[config.mk]
export PLATFORM = sky130hd
export DESIGN_NAME = capacity_grader
export DESIGN_NICKNAME = d
export VERILOG_FILES = /design/src/rtl/cgrade_pkg.sv /design/src/rtl/cg_flag_bank.sv /design/src/rtl/cg_grade_pick.sv /design/src/rtl/capacity_grader.sv
export SDC_FILE = /design/constraint.sdc
export NUM_CORES = 1
export LEC_CHECK = 0
export CORE_MARGIN = 2
export CORE_UTILIZATION = 36
export CTS_CLUSTER_SIZE = 40
export DETAILED_ROUTE_END_ITERATION = 7
export DONT_BUFFER_PORTS = 1
export SLEW_MARGIN = 25
export SYNTH_ARGS = -nofsm -noshare
export SYNTH_HDL_FRONTEND = slang
export SYNTH_HIERARCHICAL = 1
export SYNTH_SLANG_ARGS = --single-unit
export TNS_END_PERCENT = 100
[constraint.sdc]
create_clock -name clk -period 4.7 [get_ports clk]
set_input_delay 0.47 -clock clk [delete_from_list [all_inputs] [get_ports clk]]
set_output_delay 0.47 -clock clk [all_outputs]
set_load 0.02 [all_outputs]
[src/rtl/cgrade_pkg.sv]
package cgrade_pkg;

    // Total number of slice flags across levels 0..nlvl
    function automatic int flag_total(input int nlvl);
        return (2 << nlvl) - 1;
    endfunction

    // First flag position of a given level in the flat flag vector
    function automatic int lvl_base(input int lvl);
        return (1 << lvl) - 1;
    endfunction

    // Slice index of an address at a level: its top lvl bits
    function automatic int slice_of(input logic [31:0] addr, input int aw, input int lvl);
        if (lvl == 0) return 0;
        return int'(addr >> (aw - lvl));
    endfunction

endpackage

[src/rtl/cg_flag_bank.sv]
module cg_flag_bank #(
    parameter int ADDR_W = 8,
    parameter int NLVL   = 3,
    localparam int NFLAG = cgrade_pkg::flag_total(NLVL)
) (
    input  logic              clk,
    input  logic              rst,
    input  logic              clr,
    input  logic              fail_vld,
    input  logic [ADDR_W-1:0] fail_addr,
    output logic [NFLAG-1:0]  flags_q,
    output logic [NFLAG-1:0]  flags_nxt
);
    import cgrade_pkg::*;

    localparam int NFINE = 1 << NLVL;

    logic [31:0] addr_ext;
    assign addr_ext = {{(32-ADDR_W){1'b0}}, fail_addr};

    for (genvar lv = 0; lv <= NLVL; lv++) begin : g_lvl
        localparam int BASE = (1 << lv) - 1;
        for (genvar j = 0; j < (1 << lv); j++) begin : g_slice
            logic hit;
            assign hit = fail_vld && (slice_of(addr_ext, ADDR_W, lv) == j);
            assign flags_nxt[BASE+j] = clr ? 1'b0 : (flags_q[BASE+j] | hit);
        end
    end

    always_ff @(posedge clk) begin
        if (rst) flags_q <= '0;
        else     flags_q <= flags_nxt;
    end


    clr_empties_chk: assert property (@(posedge clk) disable iff (rst)
        clr |=> (flags_q == '0));


    lvl_agree_chk: assert property (@(posedge clk) disable iff (rst)
        flags_q[0] == (|flags_q[NFLAG-1 -: NFINE]));

endmodule

[src/rtl/cg_grade_pick.sv]
module cg_grade_pick #(
    parameter int NLVL = 3,
    localparam int NFLAG = cgrade_pkg::flag_total(NLVL),
    localparam int GW    = $clog2(NLVL + 2)
) (
    input  logic [NFLAG-1:0] flags,
    output logic [GW-1:0]    grade,
    output logic [NLVL-1:0]  fmask,
    output logic [NLVL-1:0]  fval
);
    import cgrade_pkg::*;

    always_comb begin
        logic found;
        found = 1'b0;
        grade = GW'(NLVL + 1);
        fmask = '0;
        fval  = '0;
        for (int lv = 0; lv <= NLVL; lv++) begin
            for (int j = 0; j < (1 << lv); j++) begin
                if (!found && !flags[lvl_base(lv) + j]) begin
                    found = 1'b1;
                    grade = GW'(lv);
                    fmask = NLVL'(((1 << lv) - 1) << (NLVL - lv));
                    fval  = NLVL'(j << (NLVL - lv));
                end
            end
        end
    end

endmodule

[src/rtl/capacity_grader.sv]
module capacity_grader #(
    parameter int ADDR_W = 8,
    parameter int NLVL   = 3,
    localparam int NFLAG = cgrade_pkg::flag_total(NLVL),
    localparam int GW    = $clog2(NLVL + 2)
) (
    input  logic              clk,
    input  logic              rst,
    input  logic              clr,
    input  logic              fin,
    input  logic              fail_vld,
    input  logic [ADDR_W-1:0] fail_addr,
    output logic              res_vld,
    output logic [GW-1:0]     grade,
    output logic [NLVL-1:0]   force_mask,
    output logic [NLVL-1:0]   force_val
);
    typedef struct packed {
        logic [GW-1:0]   grade;
        logic [NLVL-1:0] mask;
        logic [NLVL-1:0] val;
    } verdict_t;

    localparam logic [GW-1:0] REJ = GW'(NLVL + 1);

    logic [NFLAG-1:0] flags_q;
    logic [NFLAG-1:0] flags_nxt;
    verdict_t         pick;
    verdict_t         res_q;
    logic             vld_q;

    cg_flag_bank #(.ADDR_W(ADDR_W), .NLVL(NLVL)) u_bank (
        .clk       (clk),
        .rst       (rst),
        .clr       (clr),
        .fail_vld  (fail_vld),
        .fail_addr (fail_addr),
        .flags_q   (flags_q),
        .flags_nxt (flags_nxt)
    );

    // Grades the state the record will hold after this edge, so a
    // coincident failure or clear is already accounted for.
    cg_grade_pick #(.NLVL(NLVL)) u_pick (
        .flags (flags_nxt),
        .grade (pick.grade),
        .fmask (pick.mask),
        .fval  (pick.val)
    );

    always_ff @(posedge clk) begin
        if (rst) begin
            res_q <= '0;
            vld_q <= 1'b0;
        end else begin
            vld_q <= fin;
            if (fin) res_q <= pick;
        end
    end

    assign res_vld    = vld_q;
    assign grade      = res_q.grade;
    assign force_mask = res_q.mask;
    assign force_val  = res_q.val;


    vld_follows_fin_chk: assert property (@(posedge clk) disable iff (rst)
        fin |=> res_vld);


    vld_only_after_fin_chk: assert property (@(posedge clk) disable iff (rst)
        !fin |=> !res_vld);


    verdict_hold_chk: assert property (@(posedge clk) disable iff (rst)
        !fin |=> ($stable(grade) && $stable(force_mask) && $stable(force_val)));


    full_unforced_chk: assert property (@(posedge clk) disable iff (rst)
        (grade == '0) |-> (force_mask == '0));


    mask_width_chk: assert property (@(posedge clk) disable iff (rst)
        (grade != REJ) |-> ($countones(force_mask) == int'(grade)));


    val_in_mask_chk: assert property (@(posedge clk) disable iff (rst)
        (force_val & ~force_mask) == '0);


    reject_unforced_chk: assert property (@(posedge clk) disable iff (rst)
        (grade == REJ) |-> (force_mask == '0 && force_val == '0));

endmodule

* After elaboration in Yosys (flattened, before gate mapping)
Cells that the tools add are included.
Word-level totals: flip-flop bits (word level) 25, output and inout port bits 10, logic and storage cells 159
Cells by class: equality and inequality tests 10, mux-type cells 71, bitwise logic cells 15, reductions and logical operators 58
Operators by type and width (number):
- $mux W3 | 42
- $logic_not A32 Y1 | 3
- $mux W1 | 29
- $logic_and A1 B1 Y1 | 28
- $logic_not A1 Y1 | 27
- $or A1 B1 Y1 | 15
- $eq A3 B3 Y1 const B | 4
- $eq A3 B2 Y1 const B | 2
- $eq A2 B2 Y1 const B | 2
- $eq A3 B1 Y1 const B | 1
- $eq A2 B1 Y1 const B | 1

* Depth between registers and ports, before layout
word-level depth 46, depth in mapped cells 10

* Modules after synthesis
The synthesis kept the hierarchy.
Modules (own cells, without submodules):
- cg_flag_bank | instances 1, cells an instance 78, area each 644.4 µm², seq. area each 300.3 µm²
- capacity_grader | instances 1, cells an instance 31, area each 346.6 µm², seq. area each 200.2 µm²
- cg_grade_pick | instances 1, cells an instance 34, area each 195.2 µm², seq. area each 0.0 µm²

* Worst setup path before layout
Ideal clock, no wire load.
kind input to register, start point in fail_addr[7], end point reg res_q, in the netlist force_val[1], library setup time 64 ps, arrival time 2151 ps, data required time 4636 ps, slack 2484 ps, stages on the path 8, path buffers 1, path through buf_2 > or3b_1 > a21oi_1 > nand4_2 > or4b_1 > a21oi_1 > mux2i_1 > nor2_1
RTL lines:
- from (decl) | RTL line capacity_grader.sv:12 | input logic [ADDR_W-1:0] fail_addr,
- to (signal assigned) | RTL line capacity_grader.sv:57 | if (fin) res_q <= pick;
- to (decl) | RTL line capacity_grader.sv:29 | verdict_t res_q;

==> impl_results.md <==
* Most frequent cells in the layout: dfxtp_1 (25), a21oi_1 (25), nor2_1 (19)
* WHS at 0.2136 ns
* Worst hold path depth at 1
* Yosys top cell area share at 42.19%
* Initial antenna violation count at 0
* Critical path's slowest cell: or4b_1
* First-pass DRT Iterations at 4
* Clock Tree Root: clkbuf_4
* Sequential area share after synthesis at 42.19%
* ANT nets after route at 0
* Clk slew on worst S/H paths at 0.12 ns
* Starting Density at 38.23%
* Area Overhead vs Synth at 2.532%
* Clock skew at 0.009006 ns
* Routed WL at 2.313 mm
* Vias in the first global route at 929
* DRC viols at 0
* Multi-input gate area at 585.6 um2
* Period minus WS final at 1.984 ns
* Total power at 0.0003340 W
* Die ar. at 0.003770 mm2
* Final hold violation count at 0
* Power density over cell area at 274.6 mW/mm2
* RSZ-0062 raised after global routing: no
* Syn_nets at 156
* Setup Fix Bufs, Post-CTS at 0
* Register Area at 500.5 um2
* Top FF cell, synth: dfxtp_1
* Total track usage at 13.76%
* Total of warnings raised by yosys at 6
* Setup-failing EPs final at 0
* Antenna Diode Count at 0
* Worst rel slew slack at 72.22%
* Crit end category: flop
* RR Startpoint: u_bank/flags_q[5]
* Post-synthesis cell count at 143
* Nets at 152
* Lkg Pwr at 0.4080 nW
* Number of max-cap violations at 0
* Synth Cell Area at 0.001186 mm2
* Slew @ Worst Pin at 0.4167 ns
* Hold Path Sink: grade[0]
* Unique masters post-synth at 34
* Maximum buffer depth of the clock tree at 2
* Worst min path class: input port to flop
* Routed via count at 950
* Yosys top cell by area: dfxtp_1
* HPWL after DPL at 1.629 mm
* Avg WL per Cell at 12.71 um
* Crit path DAT at 2.24 ns
* VDD IR max at 141.7 uV
* Core area at 0.003103 mm2
* Worst setup SP type: input port
* Layout cells sized above 1 at 4.348%
* Outcome: finished, final reports clean
* Fmax at 503.9 MHz
* Vias per cell at 5.220
* Crit path max fanout at 14
* Slowest stage delay, CP at 0.54 ns
* RD Place Congestion at 0.7825
* TritonCTS sink count at 25
* Top cells by area, synth: dfxtp_1 (42%), a21oi_1 (11%), mux2i_1 (7.6%)
* Fill cell count at 342
* Syn_area_per_cell at 8.295 um2
* Latest clock arrival within the worst-skew pair at 0.31 ns
* RR Endpoint: force_val[1]
* Critical path class: input port to flop
* Number of I/O port buffers at 0
* Period utilization at 42.22%
* Resized cells post-CTS at 0
* CTS Hold Bufs at 0
* #FFs+latches synth at 25
* Die X at 61.40 um
* Worst Reg2Reg Path Length in Cells at 7
* Worst EP required at 4.95 ns
* Hold path startpoint: rst
* Layout Utilization at 39.19%
* IO Pins at 23
* Post-synth EDFFs at 0
* TritonCTS Buffers at 3
* # rows at 20
* Global-route wire length before repair at 3.898 mm
* Slew Limit Fails at 0
* GRT overflow at 0
* Setup TNS Final at 0 ns
* Largest net degree at the start of global routing at 20
* R2r setup slk at 2.95 ns
* Initial DRC Count at 20
* Asr flop ratio synth at 0%
* CP Cell Sequence: or4b_1 -> a21oi_1 -> nand2_1 -> or4b_1 -> a21oi_1 -> mux2i_1 -> nor2_1
* Chip Height at 61.40 um
* CTS tree: yes
* H-tree levels at 1
stage by stage:
stage / cell area, um2 / instances / worst slack [ns]
floorplan: 1186 / 143 / 2.484
global placement: 1190 / 178 / 2.429
detailed placement: 1190 / 178 / 2.410
CTS: 1216 / 182 / 2.745
global route: 1216 / 182 / 2.620
finish: 1216 / 182 / 2.716
metal layers:
metal	up-vias	GRT usage [%]	part of all wire (%)
met2	9	23.71	50
met1	448	16.21	46
met3	2	2.731	2.9
met5	-	0	0
li1	491	-	-
met4	0	6.991	0.78
how the worst max path moves through the flow:
stage	to	cells after the start	slack, ns	startpoint
global route	force_val[1]	7	2.62	fail_addr[7]
detailed placement	force_val[1]	7	2.41	fail_addr[7]
global placement	force_val[1]	7	2.43	fail_addr[7]
floorplan	force_val[1]	8	2.48	fail_addr[7]
CTS	force_val[1]	7	2.74	fail_addr[7]
finish	force_val[1]	7	2.72	fail_addr[7]
kinds of logic (layout without fill, tap and decap cells):
group | Yosys count | count (layout) | share of synthesized area [%]
and+or+nand+nor | 51 | 51 | 24.69
AOI/OAI and AO/OA | 36 | 36 | 17.09
muxes | 9 | 9 | 7.595
buffers and inverters | 22 | 17 | 8.438
DFF | 25 | 25 | 42.19
synthesized netlist by cell type (2+ instances only):
cell type / instances
a21oi_1: 25
dfxtp_1: 25
nor2_1: 19
inv_1: 13
mux2i_1: 9
nand2_1: 6
buf_2: 4
nor3_1: 4
nand2b_1: 3
nand4b_1: 3
nand4bb_1: 3
o21ai_0: 3
a31oi_1: 2
nand3_1: 2
nand3b_1: 2
or4b_1: 2
state kept, by name (all words and copies together), names as in the netlist:
name and flops:
grade 3, force_val 3, u_bank/flags_q 15, res_vld 1, force_mask 3
critical path: cells and delay by family:
family / cells / cell delay [ns]
multiplexers: 1 / 0.09
AND/OR/NAND/NOR: 4 / 1.26
AO/OA/AOI/OAI: 2 / 0.41
layout make-up:
| class | count | area share, % |
|---|---|---|
| clock buffer | 4 | 2.160 |
| tap | 44 | 4.527 |
| inverter | 13 | 4.012 |
| multi-input combinational | 96 | 48.15 |
| sequential | 25 | 41.15 |
where the power goes:
part | total [W] | switching, W | internal [W]
Sequential | 0.000219 | 0.00000312 | 0.000216
Combinational | 0.0000212 | 0.0000108 | 0.0000104
Clock | 0.0000936 | 0.0000605 | 0.0000331
Total | 0.000334 | 0.0000744 | 0.000260
No activity file was read; power rests on OpenSTA's default activity.
